`src/rtl/dac_cmd_rx_pkg.sv`:
```
package dac_cmd_rx_pkg;
  localparam int WORD_W   = 32;
  localparam int PREFIX_W = 4;
  localparam int CTRL_W   = 4;
  localparam int ADDR_W   = 4;
  localparam int CODE_W   = 16;
  localparam int KEEP_W   = WORD_W - PREFIX_W;
  localparam int TAIL_W   = KEEP_W - CTRL_W - ADDR_W - CODE_W;
  localparam int CNT_W    = $clog2(WORD_W + 1);

  typedef struct packed {
    logic [CTRL_W-1:0] ctrl;
    logic [ADDR_W-1:0] addr;
    logic [CODE_W-1:0] code;
  } cmd_t;
endpackage

```
`src/rtl/dac_rx_sync.sv`:
```
module dac_rx_sync #(
  parameter int              WIDTH   = 3,
  parameter int              STAGES  = 2,
  parameter logic [WIDTH-1:0] RST_VAL = '0
) (
  input  logic             clk_i,
  input  logic             rst_ni,
  input  logic [WIDTH-1:0] d_i,
  output logic [WIDTH-1:0] q_o
);
  logic [WIDTH-1:0] stg_q [STAGES];

  always_ff @(posedge clk_i or negedge rst_ni) begin
    if (!rst_ni) begin
      for (int k = 0; k < STAGES; k++) stg_q[k] <= RST_VAL;
    end else begin
      stg_q[0] <= d_i;
      for (int k = 1; k < STAGES; k++) stg_q[k] <= stg_q[k-1];
    end
  end

  assign q_o = stg_q[STAGES-1];
endmodule

```
`src/rtl/dac_rx_frame.sv`:
```
module dac_rx_frame
  import dac_cmd_rx_pkg::*;
(
  input  logic              clk_i,
  input  logic              rst_ni,
  input  logic              sel_n_i,
  input  logic              sclk_i,
  input  logic              din_i,
  output logic              sel_rise_o,
  output logic              open_o,
  output logic [CNT_W-1:0]  bit_cnt_o,
  output logic              done_o,
  output logic [KEEP_W-1:0] word_o
);
  logic              sel_q, sclk_q, open_q, done_q;
  logic [CNT_W-1:0]  cnt_q;
  logic [KEEP_W-1:0] sr_q;
  logic              sel_fall, sel_rise, sclk_fall, full, shift_en;

  assign sel_fall  = sel_q & ~sel_n_i;
  assign sel_rise  = ~sel_q & sel_n_i;
  assign sclk_fall = sclk_q & ~sclk_i;
  assign full      = (cnt_q == CNT_W'(WORD_W));
  assign shift_en  = sclk_fall & open_q & ~full;

  always_ff @(posedge clk_i or negedge rst_ni) begin
    if (!rst_ni) begin
      sel_q  <= 1'b1;
      sclk_q <= 1'b1;
      open_q <= 1'b0;
      done_q <= 1'b0;
      cnt_q  <= '0;
      sr_q   <= '0;
    end else begin
      sel_q  <= sel_n_i;
      sclk_q <= sclk_i;
      done_q <= 1'b0;
      if (sel_fall) begin
        open_q <= 1'b1;
        cnt_q  <= '0;
      end else if (sel_rise) begin
        open_q <= 1'b0;
        cnt_q  <= '0;
      end else if (shift_en) begin
        // prefix bits fall off the top of the 28-bit register
        sr_q   <= {sr_q[KEEP_W-2:0], din_i};
        cnt_q  <= cnt_q + 1'b1;
        done_q <= (cnt_q == CNT_W'(WORD_W - 1));
      end
    end
  end

  assign sel_rise_o = sel_rise;
  assign open_o     = open_q;
  assign bit_cnt_o  = cnt_q;
  assign done_o     = done_q;
  assign word_o     = sr_q;
endmodule

```
`src/rtl/dac_rx_decode.sv`:
```
module dac_rx_decode
  import dac_cmd_rx_pkg::*;
#(
  parameter int RES_BITS = 16
) (
  input  logic              clk_i,
  input  logic              rst_ni,
  input  logic              done_i,
  input  logic [KEEP_W-1:0] word_i,
  output logic              valid_o,
  output cmd_t              cmd_o
);
  localparam int               DROP_W    = CODE_W - RES_BITS;
  localparam logic [CODE_W-1:0] CODE_MASK = {CODE_W{1'b1}} << DROP_W;

  cmd_t nxt;

  always_comb begin
    nxt.ctrl = word_i[KEEP_W-1 -: CTRL_W];
    nxt.addr = word_i[KEEP_W-CTRL_W-1 -: ADDR_W];
    nxt.code = word_i[TAIL_W +: CODE_W] & CODE_MASK;
  end

  always_ff @(posedge clk_i or negedge rst_ni) begin
    if (!rst_ni) begin
      valid_o <= 1'b0;
      cmd_o   <= '0;
    end else begin
      valid_o <= done_i;
      if (done_i) cmd_o <= nxt;
    end
  end
endmodule

```
`src/rtl/dac_cmd_rx.sv`:
```
module dac_cmd_rx
  import dac_cmd_rx_pkg::*;
#(
  parameter int RES_BITS    = 16,
  parameter int SYNC_STAGES = 2
) (
  input  logic        clk_i,
  input  logic        rst_ni,
  input  logic        sel_ni,
  input  logic        sclk_i,
  input  logic        din_i,
  output logic        cmd_valid_o,
  output logic [3:0]  ctrl_o,
  output logic [3:0]  addr_o,
  output logic [15:0] data_o,
  output logic        frame_error_o
);
  logic [2:0]        pins_s;
  logic              sel_rise, frame_open, word_done, err_q;
  logic [CNT_W-1:0]  bit_cnt;
  logic [KEEP_W-1:0] word;
  cmd_t              cmd;

  dac_rx_sync #(
    .WIDTH  (3),
    .STAGES (SYNC_STAGES),
    .RST_VAL(3'b110)
  ) u_sync (
    .clk_i (clk_i),
    .rst_ni(rst_ni),
    .d_i   ({sel_ni, sclk_i, din_i}),
    .q_o   (pins_s)
  );

  dac_rx_frame u_frame (
    .clk_i     (clk_i),
    .rst_ni    (rst_ni),
    .sel_n_i   (pins_s[2]),
    .sclk_i    (pins_s[1]),
    .din_i     (pins_s[0]),
    .sel_rise_o(sel_rise),
    .open_o    (frame_open),
    .bit_cnt_o (bit_cnt),
    .done_o    (word_done),
    .word_o    (word)
  );

  dac_rx_decode #(.RES_BITS(RES_BITS)) u_decode (
    .clk_i  (clk_i),
    .rst_ni (rst_ni),
    .done_i (word_done),
    .word_i (word),
    .valid_o(cmd_valid_o),
    .cmd_o  (cmd)
  );

  // short frame: select closes an open frame before the word is full
  always_ff @(posedge clk_i or negedge rst_ni) begin
    if (!rst_ni) err_q <= 1'b0;
    else         err_q <= sel_rise & frame_open & (bit_cnt != CNT_W'(WORD_W));
  end

  assign frame_error_o = err_q;
  assign ctrl_o        = cmd.ctrl;
  assign addr_o        = cmd.addr;
  assign data_o        = cmd.code;
endmodule

```
`config.mk`:
```
export PLATFORM = sky130hd
export DESIGN_NAME = dac_cmd_rx
export DESIGN_NICKNAME = d
export VERILOG_FILES = /design/src/rtl/dac_cmd_rx_pkg.sv /design/src/rtl/dac_rx_sync.sv /design/src/rtl/dac_rx_frame.sv /design/src/rtl/dac_rx_decode.sv /design/src/rtl/dac_cmd_rx.sv
export SDC_FILE = /design/constraint.sdc
export NUM_CORES = 1
export LEC_CHECK = 0
export ABC_CLOCK_PERIOD_IN_PS = 2900
export BUFFER_PORTS_ARGS = -buffer_cell sky130_fd_sc_hd__buf_4
export CAP_MARGIN = 25
export CORE_AREA = 2 2 71 73
export CTS_CLUSTER_SIZE = 25
export DETAILED_ROUTE_END_ITERATION = 10
export DIE_AREA = 0 0 73 75
export GPL_TIMING_DRIVEN = 0
export PLACE_DENSITY = 0.8
export SETUP_SLACK_MARGIN = 0.1
export SYNTH_ARGS = -nofsm -noshare
export SYNTH_HDL_FRONTEND = slang
export SYNTH_SLANG_ARGS = --single-unit
```
`constraint.sdc`:
```
create_clock -name clk_i -period 2.9 [get_ports clk_i]
set_input_delay 0.87 -clock clk_i [delete_from_list [all_inputs] [get_ports clk_i]]
set_output_delay 0.87 -clock clk_i [all_outputs]
set_load 0.03 [all_outputs]
```
==> flow_summary.yaml, run 1 <==
sta:
  slew_headroom_pct: 45.5
  worst_pin_slew_ps: 817
  rsz0062_at_grt: "false"
  timing.final.ws_setup_ps: 895
  min_period_over_period_pct: 69.2
  final_hold_viol_count: 0
  finalSetupViolations: 0
  fmax_mhz: 499
  fin_skew_ps: 8.48
  drv_slew: 0
  setup_tns_ps: 0
  period_minus_slack_ps: 2010
yosys:
  synth-seq-area-share_pct: 65.2
  synth_area_mm2: 0.00270
  syn_area_per_cell_um2: 15.9
  synthesis.instances: 170
  synth-seq-cells: 70
  yosysUniqueCellTypes: 29
  yosysWarnings: 0
  syn_nets: 179
floorplan:
  ios: 31
  die_height_um: 75
  fp.dieW_um: 73
  start_util_pct: 57.9
  std_cell_rows: 25
  die_area_mm2: 0.00548
  core_area_mm2: 0.00466
placed_design:
  pre_cts_ws_ps: 891
  placed_cells: 254
  globalplace.congestion: 0.805
  hpwlAfterDp_um: 2870
  io_buffer_count: 30
clock_network:
  cts.repair.resized: 0
  post_cts_buffers: 0
  cts_hold_buf: 0
  insertion_delay_ps: 330
  clockBufferDepth: 2
  cts_buffers: 9
  cts-root-buf: "clkbuf_8"
  cts.sinks: 70
  path_clk_slew_ps: 70
  htree_levels: 3
  cts_tree: "built"
worst_setup_path:
  slowest_stage: "dfrtp_1"
  crit_path_cell_trace: "inv_1 -> ha_1 -> nand4bb_4 -> o211ai_4 -> buf_6 -> mux2_2"
  critPathKind: "reg -> reg"
  slowest_delay_ps: 420
  path_delay_family: "flip-flops"
  path_buf_inv: 2
  path_max_fanout: 10
  cp-start-kind: "register"
  cp.required_ps: 3110
  cp-end-kind: "register"
  cp_data_arrival_time_ps: 2220
cells_and_area:
  nets: 220
  fill_cells: 330
  post-route-util_pct: 67.8
  fin_cells: 270
  n_antenna_cell: 0
  area_growth_syn_to_layout_pct: 17.1
  drive_gt1_share_pct: 50.0
power_and_ir_drop:
  p_leak_nw: 1.60
  powerDensity_mw_per_mm2: 556
  p_total_mw: 1.76
  peakVddDrop_v: 0.000376
route:
  first_iter_violations: 89
  vias_per_cell: 5.53
  firstDrtPassIters: 4
  antenna_left: 0
  wire_per_inst_um: 15.9
  vias: 1492
  wirelength_um: 4280
  drc: 0
global_route:
  grt_pass1_wl_um: 7380
  track_usage_pct: 18.4
  grt_pass1_vias: 1607
  grt_overflow: 0
  grt_antenna_before_repair: 0
  grt_max_degree: 71
run_status:
  status: "finished, final reports clean"
hold_path:
  hold_class: "reg -> reg"
flow_run:
  drv_cap: 0
==> layout make-up <==
type	instances	area, um^2	share of cell area [%]
timing repair buffer	30	225	7.13
multi-input combinational	90	887	28.1
clock buffer	12	145	4.59
buffer	6	37.5	1.19
tap	54	67.6	2.14
clock inverter	4	22.5	0.713
inverter	4	15.0	0.475
sequential	70	1760	55.7
==> flip-flops by register name, indices dropped and copies added, names as in the netlist <==
signal,cells
u_frame.sel_q,1
frame_error_o,1
u_frame.word_o,28
u_sync.stg_q,3
u_frame.done_o,1
u_frame.bit_cnt_o,6
u_sync.q_o,3
u_decode.valid_o,1
u_frame.sclk_q,1
u_frame.open_o,1
u_decode.cmd_o,24
==> synth_stat cells (all sizes together) <==
| library cell | count | area [um^2] |
|---|---|---|
| nand2b | 1 | 6.26 |
| o211ai | 1 | 21.3 |
| buf | 2 | 22.5 |
| ha | 4 | 50.1 |
| nand2 | 5 | 18.8 |
| o31ai | 2 | 15.0 |
| or4 | 1 | 7.51 |
| o211a | 1 | 10.0 |
| and3b | 1 | 8.76 |
| nor4 | 1 | 6.26 |
| or2 | 1 | 6.26 |
| nand3b | 1 | 7.51 |
| nor2 | 1 | 3.75 |
| mux2 | 53 | 597 |
| mux2i | 1 | 10.0 |
| a31oi | 1 | 6.26 |
| or3 | 2 | 12.5 |
| nand3 | 2 | 10.0 |
| clkbuf | 4 | 15.0 |
| nand4b | 1 | 8.76 |
| a21oi | 4 | 20.0 |
| a311o | 1 | 10.0 |
| dfrtp | 64 | 1600 |
| o2111ai | 1 | 8.76 |
| o21ai | 2 | 10.0 |
| dfstp | 6 | 158 |
| inv | 4 | 15.0 |
| nor3 | 1 | 5.00 |
| nand4bb | 1 | 27.5 |
==> path summary, 6_finish.rpt <==
kind	startpoint	end	slack, ps	cells after the start
worst max-delay path	u_frame.bit_cnt_o[0]	u_frame.word_o[5]	890	6
worst min-delay path	u_sync.stg_q[5]	u_sync.q_o[2]	360	0
worst max register to register	u_frame.bit_cnt_o[0]	u_frame.word_o[5]	890	6
worst min register to register	u_sync.stg_q[5]	u_sync.q_o[2]	360	0
max in group asynchronous	rst_ni	u_sync.q_o[0]	1740	1
min in group asynchronous	rst_ni	u_frame.done_o	640	1
==> power breakdown <==
group          switching (mW)  total (mW)  internal [mW]
sequential             0.0131        1.02           1.01
clock                   0.338       0.668          0.330
combinational          0.0398      0.0704         0.0305
total                   0.391        1.76           1.37
==> layout by cell type, fill, tap and decap left out, drive strengths merged <==
master    synthesis  routed
or4               1       1
buf               2      32
nand3b            1       1
ha                4       4
mux2             53      53
clkbuf            4      16
nand4bb           1       1
o211a             1       1
clkinv            0       3
nand2             5       5
and3b             1       1
a311o             1       1
inv               4       4
or2               1       1
a21oi             4       4
o211ai            1       1
nor3              1       1
dfrtp            64      64
mux2i             1       1
o21ai             2       2
nand3             2       2
nor4              1       1
o31ai             2       2
or3               2       2
clkinvlp          0       1
nand2b            1       1
dfstp             6       6
nand4b            1       1
a31oi             1       1
nor2              1       1
o2111ai           1       1
==> kinds of logic (layout without fill, tap and decap cells) <==
kind of cell / after synthesis / in the layout / share of synthesized area [%]
adder cells (fa/ha/maj): 4 / 4 / 1.85
multiplexers: 54 / 54 / 22.5
buffers and inverters: 10 / 56 / 1.95
flip-flops: 70 / 70 / 65.2
AO/OA/AOI/OAI: 13 / 13 / 3.76
AND/OR/NAND/NOR: 19 / 19 / 4.78
==> per-stage QoR <==
| stage | cell area (um^2) | hold WS (ps) |
|---|---|---|
| after floorplan | 2700 | 331 |
| after global routing | 3160 | 359 |
| after global placement | 2990 | 335 |
| final | 3160 | 356 |
| after detailed placement | 2990 | 341 |
| after CTS | 3160 | 357 |
==> per-layer routing <==
metal,global-route usage [%],up-vias,wire (um)
met4,12.3,0,82
met3,3.61,8,137
met2,29.0,31,2210
met5,0,-,0
li1,-,687,-
met1,23.2,766,1850
(Power assumes the default switching activity.)
==> inputs of run 2 (changes only) <==
--- a/config.mk
+++ b/config.mk
@@ -5,15 +5,16 @@
 export SDC_FILE = /design/constraint.sdc
 export NUM_CORES = 1
 export LEC_CHECK = 0
-export ABC_CLOCK_PERIOD_IN_PS = 2900
+export ABC_AREA = 1
+export ABC_CLOCK_PERIOD_IN_PS = 1730
 export BUFFER_PORTS_ARGS = -buffer_cell sky130_fd_sc_hd__buf_4
 export CAP_MARGIN = 25
-export CORE_AREA = 2 2 71 73
+export CORE_AREA = 2 2 77 79
 export CTS_CLUSTER_SIZE = 25
 export DETAILED_ROUTE_END_ITERATION = 10
-export DIE_AREA = 0 0 73 75
+export DIE_AREA = 0 0 79 81
 export GPL_TIMING_DRIVEN = 0
-export PLACE_DENSITY = 0.8
+export PLACE_DENSITY = 0.74
 export SETUP_SLACK_MARGIN = 0.1
 export SYNTH_ARGS = -nofsm -noshare
 export SYNTH_HDL_FRONTEND = slang
==> constraint.sdc (replaced) <==
create_clock -name clk_i -period 1.73 [get_ports clk_i]
set_input_delay 0.519 -clock clk_i [delete_from_list [all_inputs] [get_ports clk_i]]
set_output_delay 0.519 -clock clk_i [all_outputs]
set_load 0.03 [all_outputs]
==> flow_summary.yaml, run 2 <==
run_status:
  status: "finished, final reports clean"
power_and_ir_drop:
  p_leak_nw: 1.82
  peakVddDrop_v: 0.000579
  powerDensity_mw_per_mm2: 890
  p_total_mw: 3.07
floorplan:
  std_cell_rows: 28
  die_area_mm2: 0.00640
  start_util_pct: 48.9
  ios: 31
  fp.dieW_um: 79
  die_height_um: 81
  core_area_mm2: 0.00568
sta:
  holdWs_ps: 287
  finalSetupViolations: 0
  drv_slew: 0
  final_hold_viol_count: 0
  min_period_over_period_pct: 91.4
  fmax_mhz: 633
  timing.final.ws_setup_ps: 149
  worst_pin_slew_ps: 856
  period_minus_slack_ps: 1580
  setup_tns_ps: 0
  slew_headroom_pct: 42.9
  fin_skew_ps: 11.2
  rsz0062_at_grt: "true"
global_route:
  grt_pass1_wl_um: 8550
  grt_pass1_vias: 1866
  grt_max_degree: 71
  grt_overflow: 0
  grt_antenna_before_repair: 0
  track_usage_pct: 17.6
yosys:
  yosys-top-cells-count: "nand2_1, dfrtp_1, o21ai_0"
  yosysUniqueCellTypes: 24
  synthesis.instances: 265
  synth-seq-cells: 70
  syn_nets: 274
  synth.most_common_cell: "nand2_1"
  yosys.area.top_type: "dfrtp_1"
  yosysWarnings: 0
  synth_area_mm2: 0.00278
  synth-async-reset-ratio_pct: 100
  synth_top_area_share_pct: 57.7
  synth.area.top_cells: "dfrtp_1, nand2_1, mux2_2"
  synth_top_flop_cell: "dfrtp_1"
  synth-seq-area-share_pct: 63.3
  synth_edf_count: 0
  syn_area_per_cell_um2: 10.5
worst_setup_path:
  critPathKind: "reg -> reg"
  cp-end-kind: "register"
  cp_data_arrival_time_ps: 1860
  path_max_fanout: 8
  cp-start-kind: "register"
  cp.required_ps: 2000
clock_network:
  clockBufferDepth: 2
  cts-root-buf: "clkbuf_8"
  path_clk_slew_ps: 80
  insertion_delay_ps: 340
  cts_tree: "built"
  cts_hold_buf: 0
  htree_levels: 3
  cts.sinks: 70
  cts_buffers: 9
placed_design:
  place_area_mm2: 0.00310
  hpwlAfterDp_um: 3270
  placed_cells: 370
  pre_cts_ws_ps: 5.93
  io_buffer_count: 30
  globalplace.congestion: 0.798
route:
  wirelength_um: 5330
  drc: 0
  vias_per_cell: 4.93
  antenna_left: 0
  vias: 1957
  firstDrtPassIters: 4
  first_iter_violations: 163
  wire_per_inst_um: 13.4
cells_and_area:
  fin_area_mm2: 0.00345
  fill_cells: 504
  area_growth_syn_to_layout_pct: 24.3
  nets: 326
  post-route-util_pct: 60.8
  final_common_cell: "dfrtp_1"
  fin_cells: 397
  layout_common_cells: "dfrtp_1, nand2_1, buf_4"
  largest_reg_flops: 28
  drive_gt1_share_pct: 33.2
  n_antenna_cell: 0
hold_path:
  hold_class: "in -> async"
flow_run:
  drv_cap: 0
[run 2: cell count changes in the layout (fill, tap and decap cells not counted), sizes merged, moves of 2 or more]
cell / before / now
a21oi: 4 / 11
nor2: 1 / 19
o21ai: 2 / 29
buf: 32 / 48
nand2: 5 / 67
o31ai: 2 / 0
mux2: 53 / 15
inv: 4 / 24
or3: 2 / 0
nand3: 2 / 11
[run 2: layout make-up]
| class | count | area [um^2] | share of cell area, % |
|---|---|---|---|
| plain buffers | 11 | 86.3 | 2.50 |
| repair buffers | 41 | 340 | 9.86 |
| flip-flops and latches | 70 | 1760 | 51.0 |
| inverters | 24 | 90.1 | 2.61 |
| well taps | 75 | 93.8 | 2.72 |
| clock inverters | 5 | 33.8 | 0.979 |
| clock buffers | 11 | 151 | 4.39 |
| multi-input cells | 160 | 897 | 26.0 |
[run 2: routing by layer]
| layer | share of wire (%) | wire (um) | vias to the layer above | track usage (%) |
|---|---|---|---|---|
| met4 | 2.1 | 114 | 0 | 10.3 |
| met5 | 0 | 0 | - | 0 |
| met2 | 48 | 2570 | 45 | 27.5 |
| met3 | 3.9 | 206 | 10 | 3.78 |
| met1 | 46 | 2440 | 947 | 22.7 |
| li1 | - | - | 955 | - |
[run 2: power breakdown]
group / leakage, nW / total (mW) / switching (mW) / internal (mW)
Combinational: 0.780 / 0.164 / 0.105 / 0.0596
Sequential: 0.950 / 1.69 / 0.0180 / 1.68
Clock: 0.0913 / 1.21 / 0.616 / 0.596
[run 2: worst max-delay path, stage by stage, from the launching register on]
cell and delay (ps):
dfstp_2 540, inv_2 40, ha_4 270, inv_2 40, buf_6 120, nor2_8 210, clkbuf_16 180, nand2_1 50
nand2_1 60
[run 2: logic make-up (layout without fill, tap and decap cells)]
family | after synthesis | count (layout) | synth area share (%)
buffers and inverters | 35 | 92 | 5.86
flip-flops | 70 | 70 | 63.3
multiplexers | 15 | 15 | 6.08
AND/OR/NAND/NOR | 100 | 100 | 15.5
adder cells (fa/ha/maj) | 4 | 4 | 1.80
AO/OA/AOI/OAI | 41 | 41 | 7.48
[run 2: path summary, 6_finish.rpt]
kind / startpoint / to / slack [ps] / cells after the start
setup reg to reg: u_frame.sel_q / u_frame.word_o[2] / 150 / 8
min in group clk_i: sel_ni / u_sync.stg_q[5] / 290 / 1
hold / removal: rst_ni / u_decode.cmd_o[2] / 290 / 1
hold reg to reg: u_sync.stg_q[3] / u_sync.q_o[0] / 360 / 0
max in group asynchronous: rst_ni / u_frame.word_o[16] / 890 / 1
setup / recovery: u_frame.sel_q / u_frame.word_o[2] / 150 / 8
[run 2: repair_timing]
item / CTS / global route
setup buffers: 2 / 6
cloned: 0 / 3
endpoints found under the setup margin: 28 / 34
hold endpoints to repair: 0 / 0
pin swaps: 1 / 2
resized for setup: 3 / 36
==> inputs of run 3 (changes only) <==
--- a/config.mk
+++ b/config.mk
@@ -9,10 +9,12 @@
 export ABC_CLOCK_PERIOD_IN_PS = 1730
 export BUFFER_PORTS_ARGS = -buffer_cell sky130_fd_sc_hd__buf_4
 export CAP_MARGIN = 25
-export CORE_AREA = 2 2 77 79
+export CELL_PAD_IN_SITES_DETAIL_PLACEMENT = 0
+export CELL_PAD_IN_SITES_GLOBAL_PLACEMENT = 1
+export CORE_AREA = 2 2 86 88
 export CTS_CLUSTER_SIZE = 25
 export DETAILED_ROUTE_END_ITERATION = 10
-export DIE_AREA = 0 0 79 81
+export DIE_AREA = 0 0 88 90
 export GPL_TIMING_DRIVEN = 0
 export PLACE_DENSITY = 0.74
 export SETUP_SLACK_MARGIN = 0.1
==> flow_summary.yaml, run 3 (synthesis gave the netlist of run 2 again) <==
cells_and_area:
  fill_cells: 666
  n_antenna_cell: 0
  final_common_cell: "nand2_1"
  drive_gt1_share_pct: 29.6
  fin_cells: 420
  nets: 326
  multiInputGateArea_um2: 880
  area_growth_syn_to_layout_pct: 25.2
  layout_common_cells: "nand2_1, dfrtp_1, buf_4"
  seq_area_mm2: 0.00176
  largest_reg_flops: 28
placed_design:
  globalplace.congestion: 0.790
  io_buffer_count: 30
  placed_cells: 394
  hpwlAfterDp_um: 3300
  pre_cts_ws_ps: 5.05
power_and_ir_drop:
  p_total_mw: 3.26
  sw_frac_of_total_pct: 22.2
  clkPwrFrac_pct: 43.1
  powerDensity_mw_per_mm2: 937
  peakVddDrop_v: 0.000440
  power.internal_mw: 2.54
  p_leak_nw: 1.82
  combPwrFrac_pct: 4.9
  seq_power_share_pct: 52.0
  switchingPower_mw: 0.722
worst_setup_path:
  path_delay_family: "flip-flops"
  crit_path_cell_trace: "inv_2 -> ha_4 -> inv_1 -> buf_6 -> nor2_8 -> buf_4 -> nand2_1 -> nand2_1"
  cp_data_arrival_time_ps: 1840
  cp-end-kind: "register"
  critPathKind: "reg -> reg"
  path_buf_inv: 4
  slowest_stage: "dfstp_2"
  cp-start-kind: "register"
  slowest_delay_ps: 540
  path_max_fanout: 7
  cp.required_ps: 2010
  crit_top_cell: "nand2_1"
floorplan:
  ios: 31
  start_util_pct: 39.6
  die_area_mm2: 0.00792
  die_height_um: 90
  core_area_mm2: 0.00702
  fp.dieW_um: 88
  std_cell_rows: 31
sta:
  final_hold_viol_count: 0
  timing.final.ws_setup_ps: 167
  fmax_mhz: 640
  holdWs_ps: 281
  slew_headroom_pct: 41.9
  rsz0062_at_grt: "false"
  min_period_over_period_pct: 90.4
  fin_skew_ps: 9.39
  drv_slew: 0
  period_minus_slack_ps: 1560
  finalSetupViolations: 0
  worst_pin_slew_ps: 872
  setup_tns_ps: 0
clock_network:
  cts.sinks: 70
  cts-root-buf: "clkbuf_8"
  clockBufferDepth: 2
  path_clk_slew_ps: 70
  htree_levels: 3
  cts_buffers: 9
  cts_tree: "built"
  insertion_delay_ps: 340
global_route:
  grt_max_degree: 71
  grt_antenna_before_repair: 0
  grt_overflow: 0
  track_usage_pct: 14.3
  grt_pass1_wl_um: 8690
  grt_pass1_vias: 1802
hold_path:
  hold_class: "in -> async"
route:
  vias_per_cell: 4.58
  drc: 0
  firstDrtPassIters: 4
  vias: 1923
  wirelength_um: 5100
  dr_wl_met3_um: 181
  wl_met2_um: 2310
  dr.max_layer_used: "met4"
  first_iter_violations: 142
  wire_per_inst_um: 12.2
  wirelength_met1_um: 2490
  antenna_left: 0
run_status:
  status: "finished, final reports clean"
flow_run:
  drv_cap: 0
-- run 3: cell count changes in the layout (fill, tap and decap cells not counted), moves of 7 or more --
cell     delta
nand2_1    +10
nand2_2    -10
o21ai_0     +7
o21ai_1     -7
-- run 3: final cells by class --
cell class                 count  share of cell area, %
inverter                      24                   2.59
tap                           99                   3.56
buffer                        11                   2.55
sequential                    70                   50.6
clock buffer                   9                   3.56
clock inverter                 6                   2.52
timing repair buffer          41                   9.32
multi-input combinational    160                   25.3
-- run 3: layer usage --
layer	up-vias	global-route usage (%)
li1	956	-
met3	11	4.13
met1	924	20.2
met2	32	20.2
met5	-	0
met4	0	6.79
-- run 3: path summary, 6_finish.rpt --
path,cells after the start,end,start,slack [ps]
max reg2reg,8,u_frame.word_o[13],u_frame.sel_q,170
max,8,u_frame.word_o[13],u_frame.sel_q,170
max in group asynchronous,1,u_frame.bit_cnt_o[1],rst_ni,850
min,1,u_frame.bit_cnt_o[2],rst_ni,280
min reg2reg,0,u_sync.q_o[2],u_sync.stg_q[5],360
min in group clk_i,1,u_sync.stg_q[4],sclk_i,280
-- run 3: repair_timing --
item	CTS	global route
endpoints found under the setup margin	28	34
endpoints found under the hold margin	0	0
cloned	0	2
resized for setup	1	18
hold buffers	0	0
setup buffers	3	6
pin swaps	1	2
-- run 3: power by group through the flow --
| stage | Sequential (mW) | Clock (mW) | Combinational [mW] |
|---|---|---|---|
| 6_report | 1.69 | 1.41 | 0.159 |
| 5_1_grt | 1.70 | 1.52 | 0.180 |
| 4_1_cts | 1.69 | 1.45 | 0.143 |
| 3_5_place_dp | 1.73 | 0 | 0.134 |
| 3_3_place_gp | 1.72 | 0 | 0.132 |
| 2_1_floorplan | 1.72 | 0 | 0.0697 |
-- run 3: worst reg2reg max path, cell delays in order (launching register included) --
cell and delay (ps):
dfstp_2 540, inv_2 40, ha_4 260, inv_1 50, buf_6 130, nor2_8 190, buf_4 180, nand2_1 50
nand2_1 60
-- run 3: per-stage QoR --
step,instance area [um^2],util [%]
6_report,3480,49.5
5_1_grt,3480,49.5
4_1_cts,3380,48.1
3_5_place_dp,3130,44.5
3_3_place_gp,3130,44.5
2_1_floorplan,2780,-
